<file path="src/rtl/clkgen_testctl_pkg.sv">
package clkgen_testctl_pkg;

  typedef enum logic [1:0] {
    OMODE_NORMAL = 2'b00,
    OMODE_HIZ    = 2'b01,
    OMODE_REF    = 2'b10
  } omode_e;

  localparam logic [7:0] CTL_RESET  = 8'h18;
  localparam logic [7:0] CTL_WMASK  = 8'hD8;
  localparam int         BIT_REFSEL = 7;
  localparam int         BIT_ENTRY  = 6;
  localparam int         BIT_STRENG = 4;
  localparam int         BIT_RUN    = 3;

endpackage

</file>
<file path="src/rtl/clkgen_strap_latch.sv">
module clkgen_strap_latch #(
  parameter int FS_W = 3
) (
  input  logic            clk,
  input  logic            rst,
  input  logic [FS_W-1:0] fs_pins,
  input  logic            test_sel_flag,
  output logic [FS_W-1:0] fs_q,
  output logic            strap_q
);

  for (genvar i = 0; i < FS_W; i++) begin : g_fs
    always_ff @(posedge clk) begin
      if (rst) fs_q[i] <= fs_pins[i];
    end
  end

  always_ff @(posedge clk) begin
    if (rst) strap_q <= test_sel_flag;
  end


  fs_hold_chk: assert property (@(posedge clk) disable iff (rst)
    !rst |=> $stable(fs_q) && $stable(strap_q));

endmodule

</file>
<file path="src/rtl/clkgen_ctl_regs.sv">
module clkgen_ctl_regs
  import clkgen_testctl_pkg::*;
#(
  parameter int         ADDR_W   = 4,
  parameter int         FS_W     = 3,
  parameter int         CTL_ADDR = 6,
  parameter int         ID_ADDR  = 7,
  parameter logic [3:0] REV_ID   = 4'h1,
  parameter logic [3:0] VEND_ID  = 4'h1
) (
  input  logic              clk,
  input  logic              rst,
  input  logic [ADDR_W-1:0] reg_addr,
  input  logic              reg_wr_en,
  input  logic [7:0]        reg_wdata,
  input  logic              reg_rd_en,
  input  logic [FS_W-1:0]   fs_q,
  output logic [7:0]        reg_rdata,
  output logic              ctl_refsel,
  output logic              ctl_entry,
  output logic              strength_2x,
  output logic              halt
);

  localparam logic [ADDR_W-1:0] A_CTL = ADDR_W'(CTL_ADDR);
  localparam logic [ADDR_W-1:0] A_ID  = ADDR_W'(ID_ADDR);
  localparam logic [7:0]        ID_BYTE = {REV_ID, VEND_ID};

  logic [7:0] ctl_q;
  logic [7:0] rd_mux;

  always_ff @(posedge clk) begin
    if (rst) begin
      ctl_q <= CTL_RESET;
    end else if (reg_wr_en && reg_addr == A_CTL) begin
      ctl_q <= (ctl_q & ~CTL_WMASK) | (reg_wdata & CTL_WMASK);
    end
  end

  always_comb begin
    if (reg_addr == A_CTL)     rd_mux = (ctl_q & CTL_WMASK) | 8'(fs_q);
    else if (reg_addr == A_ID) rd_mux = ID_BYTE;
    else                       rd_mux = 8'h00;
  end

  always_ff @(posedge clk) begin
    if (rst) reg_rdata <= 8'h00;
    else if (reg_rd_en) reg_rdata <= rd_mux;
  end

  always_ff @(posedge clk) begin
    if (rst) begin
      strength_2x <= CTL_RESET[BIT_STRENG];
      halt        <= ~CTL_RESET[BIT_RUN];
    end else begin
      strength_2x <= ctl_q[BIT_STRENG];
      halt        <= ~ctl_q[BIT_RUN];
    end
  end

  assign ctl_refsel = ctl_q[BIT_REFSEL];
  assign ctl_entry  = ctl_q[BIT_ENTRY];


  id_byte_chk: assert property (@(posedge clk) disable iff (rst)
    $past(reg_rd_en) && $past(reg_addr) == A_ID |-> reg_rdata == ID_BYTE);


  unmapped_zero_chk: assert property (@(posedge clk) disable iff (rst)
    $past(reg_rd_en) && $past(reg_addr) != A_ID && $past(reg_addr) != A_CTL
      |-> reg_rdata == 8'h00);


  resv_bit_chk: assert property (@(posedge clk) disable iff (rst)
    $past(reg_rd_en) && $past(reg_addr) == A_CTL |-> reg_rdata[5] == 1'b0);

endmodule

</file>
<file path="src/rtl/clkgen_mode_decode.sv">
module clkgen_mode_decode
  import clkgen_testctl_pkg::*;
(
  input  logic       clk,
  input  logic       rst,
  input  logic       strap_q,
  input  logic       tmode_live,
  input  logic       ctl_refsel,
  input  logic       ctl_entry,
  output logic [1:0] mode
);

  logic   sw_sticky_q;
  logic   sw_seen;
  omode_e mode_d;
  omode_e mode_q;

  assign sw_seen = ctl_entry | sw_sticky_q;

  always_ff @(posedge clk) begin
    if (rst) sw_sticky_q <= 1'b0;
    else     sw_sticky_q <= sw_sticky_q | ctl_entry;
  end

  always_comb begin
    if (strap_q)      mode_d = (tmode_live | ctl_refsel) ? OMODE_REF : OMODE_HIZ;
    else if (sw_seen) mode_d = ctl_refsel ? OMODE_REF : OMODE_HIZ;
    else              mode_d = OMODE_NORMAL;
  end

  always_ff @(posedge clk) begin
    if (rst) mode_q <= OMODE_NORMAL;
    else     mode_q <= mode_d;
  end

  assign mode = mode_q;


  sticky_test_chk: assert property (@(posedge clk) disable iff (rst)
    mode_q != OMODE_NORMAL |=> mode_q != OMODE_NORMAL);


  hw_pin_ref_chk: assert property (@(posedge clk) disable iff (rst)
    strap_q && tmode_live |=> mode_q == OMODE_REF);


  sw_pin_ignored_chk: assert property (@(posedge clk) disable iff (rst)
    !strap_q && sw_seen && !ctl_refsel |=> mode_q == OMODE_HIZ);


  normal_when_idle_chk: assert property (@(posedge clk) disable iff (rst)
    !strap_q && !sw_seen |=> mode_q == OMODE_NORMAL);

endmodule

</file>
<file path="src/rtl/clkgen_testctl.sv">
module clkgen_testctl #(
  parameter int         ADDR_W    = 4,
  parameter int         FS_W      = 3,
  parameter int         TMODE_BIT = 1,
  parameter int         CTL_ADDR  = 6,
  parameter int         ID_ADDR   = 7,
  parameter logic [3:0] REV_ID    = 4'h1,
  parameter logic [3:0] VEND_ID   = 4'h1
) (
  input  logic              clk,
  input  logic              rst,
  input  logic [FS_W-1:0]   fs_pins,
  input  logic              test_sel_flag,
  input  logic [ADDR_W-1:0] reg_addr,
  input  logic              reg_wr_en,
  input  logic [7:0]        reg_wdata,
  input  logic              reg_rd_en,
  output logic [7:0]        reg_rdata,
  output logic [1:0]        out_mode,
  output logic              ref_strength_2x,
  output logic              pci_src_halt
);

  logic [FS_W-1:0] fs_q;
  logic            strap_q;
  logic            ctl_refsel;
  logic            ctl_entry;

  clkgen_strap_latch #(.FS_W(FS_W)) u_strap (
    .clk           (clk),
    .rst           (rst),
    .fs_pins       (fs_pins),
    .test_sel_flag (test_sel_flag),
    .fs_q          (fs_q),
    .strap_q       (strap_q)
  );

  clkgen_ctl_regs #(
    .ADDR_W   (ADDR_W),
    .FS_W     (FS_W),
    .CTL_ADDR (CTL_ADDR),
    .ID_ADDR  (ID_ADDR),
    .REV_ID   (REV_ID),
    .VEND_ID  (VEND_ID)
  ) u_regs (
    .clk         (clk),
    .rst         (rst),
    .reg_addr    (reg_addr),
    .reg_wr_en   (reg_wr_en),
    .reg_wdata   (reg_wdata),
    .reg_rd_en   (reg_rd_en),
    .fs_q        (fs_q),
    .reg_rdata   (reg_rdata),
    .ctl_refsel  (ctl_refsel),
    .ctl_entry   (ctl_entry),
    .strength_2x (ref_strength_2x),
    .halt        (pci_src_halt)
  );

  clkgen_mode_decode u_mode (
    .clk        (clk),
    .rst        (rst),
    .strap_q    (strap_q),
    .tmode_live (fs_pins[TMODE_BIT]),
    .ctl_refsel (ctl_refsel),
    .ctl_entry  (ctl_entry),
    .mode       (out_mode)
  );

endmodule

</file>
<file path="config.mk">
export PLATFORM = sky130hd
export DESIGN_NAME = clkgen_testctl
export DESIGN_NICKNAME = d
export VERILOG_FILES = /design/src/rtl/clkgen_testctl_pkg.sv /design/src/rtl/clkgen_strap_latch.sv /design/src/rtl/clkgen_ctl_regs.sv /design/src/rtl/clkgen_mode_decode.sv /design/src/rtl/clkgen_testctl.sv
export SDC_FILE = /design/constraint.sdc
export NUM_CORES = 1
export LEC_CHECK = 0
export ABC_CLOCK_PERIOD_IN_PS = 1500
export CORE_MARGIN = 2
export CORE_UTILIZATION = 43
export DETAILED_ROUTE_END_ITERATION = 8
export HOLD_SLACK_MARGIN = 0.08
export PLACE_DENSITY = 0.89
export SETUP_SLACK_MARGIN = 0.4
export SLEW_MARGIN = 5
export SYNTH_ARGS = -nofsm -noshare
export SYNTH_HDL_FRONTEND = slang
export SYNTH_HIERARCHICAL = 1
export SYNTH_SLANG_ARGS = --single-unit
</file>
<file path="constraint.sdc">
create_clock -name clk -period 1.5 [get_ports clk]
set_input_delay 0.3 -clock clk [delete_from_list [all_inputs] [get_ports clk]]
set_output_delay 0.3 -clock clk [all_outputs]
set_load 0.02 [all_outputs]
</file>
## Word level (Yosys, flattened, before mapping)

Index checks and enable logic that the tools add are counted.

| word-level totals | value |
|---|---|
| register bits | 25 |
| bits of input ports | 20 |
| logic and storage cells | 24 |

| operators by class | value |
|---|---|
| eq/ne operators | 2 |
| mux-type cells | 6 |
| bitwise logic cells | 5 |
| reduce and logical (&&, ||, !) cells | 1 |

Operators with widths:

| operator | count |
|---|---|
| $eq 4x3->1 const B | 2 |
| $mux 2 | 4 |
| $mux 8 | 1 |
| $or 6x8->8 | 1 |
| $or 8x3->8 | 1 |
| $mux 5 | 1 |
| $or 1x1->1 | 2 |
| $logic_and 1x1->1 | 1 |
| $not 1->1 | 1 |

## Longest topological paths before layout

| depth | value |
|---|---|
| depth after elaboration | 3 |
| gate-level depth with buffers | 3 |

## Cells and area by module

The synthesis kept the hierarchy.

Modules (own cells, without submodules):

| module | instances | cells an instance | area an instance (um^2) | sequential area each (um^2) |
|---|---|---|---|---|
| clkgen_ctl_regs | 1 | 45 | 518.0 | 260.2 |
| clkgen_strap_latch | 1 | 4 | 120.1 | 120.1 |
| clkgen_mode_decode | 1 | 10 | 102.6 | 60.1 |

## Worst setup path after synthesis

Ideal clock, no wire load.

| timing path | value |
|---|---|
| kind | input -> register |
| from | in reg_addr[3] |
| to | reg u_regs.ctl_q[3] |
| library setup time | 0.072 ns |
| arrival time | 0.956 ns |
| setup slack | 0.472 ns |
| cell stages on the path | 3 |
| path buffers | 0 |
| cells stage by stage | nand3b_4 -> nor3b_4 -> mux2i_1 |

| between the ends | value |
|---|---|
| word-level cells in the longest chain between the ends | 2 |

RTL lines:

| element | line | source |
|---|---|---|
| start, declared | clkgen_testctl.sv:14 | `input logic [ADDR_W-1:0] reg_addr,` |
| $eq 4x3->1 | clkgen_ctl_regs.sv:35 | `end else if (reg_wr_en && reg_addr == A_CTL) begin` |
| $logic_and 1x1->1 | clkgen_ctl_regs.sv:35 |  |
| end signal, assigned | clkgen_ctl_regs.sv:36 | `ctl_q <= (ctl_q & ~CTL_WMASK) \| (reg_wdata & CTL_WMASK);` |
| end, declared | clkgen_ctl_regs.sv:29 | `logic [7:0] ctl_q;` |

No other way between the ends.
A chain may end at the register's enable or synchronous reset.

## Worst setup path in the final report

| timing path | value |
|---|---|
| from | reg u_regs.reg_rdata[4] |
| to | out reg_rdata[4] |

RTL lines:

| element | line | source |
|---|---|---|
| start, declared | clkgen_ctl_regs.sv:18 | `output logic [7:0] reg_rdata,` |
| start signal, assigned | clkgen_ctl_regs.sv:48 | `else if (reg_rd_en) reg_rdata <= rd_mux;` |
| end, declared | clkgen_testctl.sv:18 | `output logic [7:0] reg_rdata,` |

No word-level cell between the ends.

==> results.ini <==
[placed_design]
place_congestion = 0.731
post_dp_cell_area_um2 = 1030
portBuffers = 26

[synth]
syn_nets = 79
synth_flop_cell = dfxtp_1
synth_seq_cells = 20
yosys_warnings = 6
syn_area_per_cell_um2 = 12.6
synth-edff-count = 4
synth_area_um2 = 741
ys_seq_area_share_pct = 59.5
synthArstFlopShare_pct = 0
synthCells = 59
synthDistinctLibCells = 19

[routing]
antenna_left = 0
first_pass_iters = 4
wl_met1_um = 658
drt-wirelength-per-cell_um = 14.2
vias = 545
first_iter_violations = 6
highest_layer = met4
viasPerCell = 5.09
routed_wl_mm = 1.52
post-route-drc-count = 0
wl_met3_um = 42
wl_met2_um = 795

[layout]
drive_gt1_share_pct = 36.3
area_growth_pct = 48.6
nNetsFinal = 112
final_util_pct = 70.6
final_cell_mix = 9 x clkdlybuf4s50_1, 9 x dfxtp_2, 8 x buf_6
fill_cells = 117
diodes = 0
final_area_um2 = 1100

[grt]
grt_start_max_net_pins = 13
grt_overflow = 0
grt_pass1_wl_mm = 2.48
grt_pass1_vias = 569
grt_util_all_layers_pct = 17.3
antenna_found_initial = 0

[timing]
drv_slew = 0
finalSetupViolCount = 0
rsz0062_at_grt = true
clock.fmax_mhz = 917
final-hold-violation-count = 0
post-route-period-util_pct = 72.7
period_needed_ps = 1090
setup_tns_ps = 0
fin_worst_skew_ps = 7.74

[worst_setup_path]
cp_cell_sequence = buf_4
cpPeakStageDelay_ps = 340
cp.required_ps = 1200
crit_family = flip-flops
crit_slowest_cell = dfxtp_2
r2r_slack_ps = 550
start_kind = flop
arrival_ps = 790
critPathMaxFanout = 2
critical_path_class = reg2out
critPathBufInv = 1
endpoint_kind = primary output

[clocking]
clkLatencyLatePin_ps = 300
numCtsBuffers = 3
htreeDepth = 1
clkSinkCount = 20
cts_buffer_depth = 2
clk_pin_slew_ps = 120
cts-root-buf = clkbuf_4
cts_hold_buf = 0
cts_tree = yes

[min_path]
hold_path.class = reg2reg

[pwr]
power_mw = 1.12
vdd_drop_max_mv = 0.817
p_leak_nw = 0.453
power.density_nw_per_um2 = 1020

[run]
maxCapViolCount = 0

[die]
fp-row-count = 14
ioPinCount = 32
die_w_um = 45.5
core_area_um2 = 1560
die_area_um2 = 2070
initial_core_util_pct = 47.5
die_y_um = 45.5

[outcome]
status = complete, no violations

## area by class of cell
class	count	area, µm²	area share, %
clock buffer	3	22.5	2.05
clock inverter	1	30.0	2.73
inverter	1	3.75	0.341
multi-input combinational	36	284	25.8
sequential	20	452	41.0
tap	16	20.0	1.82
timing repair buffer	30	289	26.2
## cell families after synthesis
family / count (synthesis) / synth area share [%]
other: 1 / 0.506
muxes: 4 / 5.41
buffers and inverters: 3 / 2.20
and+or+nand+nor: 18 / 19.1
AOI/OAI and AO/OA: 13 / 13.3
DFF: 20 / 59.5
## where the power goes
group	internal, mW	switching, mW
registers	0.566	0.00831
logic	0.0594	0.0455
clock network	0.270	0.172
## flip-flops by register name (all words and copies together), names as in the netlist
name / flops
u_strap/fs_q: 3
u_regs/reg_rdata: 7
u_regs/ctl_q: 4
u_mode/mode: 2
u_mode/sw_sticky_q: 1
u_strap/strap_q: 1
u_regs/halt: 1
u_regs/strength_2x: 1
## synth_stat cells (2+ instances only)
cell type	n	area, µm²
a21oi_1	3	15.0
a22o_1	5	43.8
dfxtp_1	16	320
edfxtp_1	4	120
mux2i_1	4	40.0
nand2b_1	6	37.5
nor2_1	7	26.3
o211ai_1	2	15.0
o21ai_0	2	10.0
## through the flow
stage / hold WS (ps) / instances / worst slack, ps
after floorplan: 369 / 59 / 472
after global placement: 416 / 102 / -53.4
after detailed placement: 431 / 102 / -107
after CTS: 448 / 106 / 258
after global routing: 468 / 107 / 380
final: 447 / 107 / 410
## layer usage
| metal | vias to the layer above | global-route usage [%] |
|---|---|---|
| li1 | 274 | - |
| met1 | 257 | 20.1 |
| met2 | 12 | 28.5 |
| met3 | 2 | 3.97 |
| met4 | 0 | 10.6 |
| met5 | - | 0 |
## worst paths after layout
kind,startpoint,endpoint,cells past startpoint
worst max-delay path,u_regs/reg_rdata[4]$_SDFFE_PP0P_,reg_rdata[4],1
worst min-delay path,u_regs/ctl_q[3]$_SDFFE_PP1P_,u_regs/halt$_SDFF_PP0_,1
worst max register to register,u_strap/strap_q$_DFFE_PP_,u_mode/mode[0]$_SDFF_PP0_,1
worst min register to register,u_regs/ctl_q[3]$_SDFFE_PP1P_,u_regs/halt$_SDFF_PP0_,1
## repair_timing
action / CTS / global route
buffers inserted: 0 / 1
gates cloned: 0 / 0
endpoints found under the setup margin: 23 / 16
resized for setup: 57 / 21
pin swaps: 1 / 1
(Power assumes the default switching activity.)
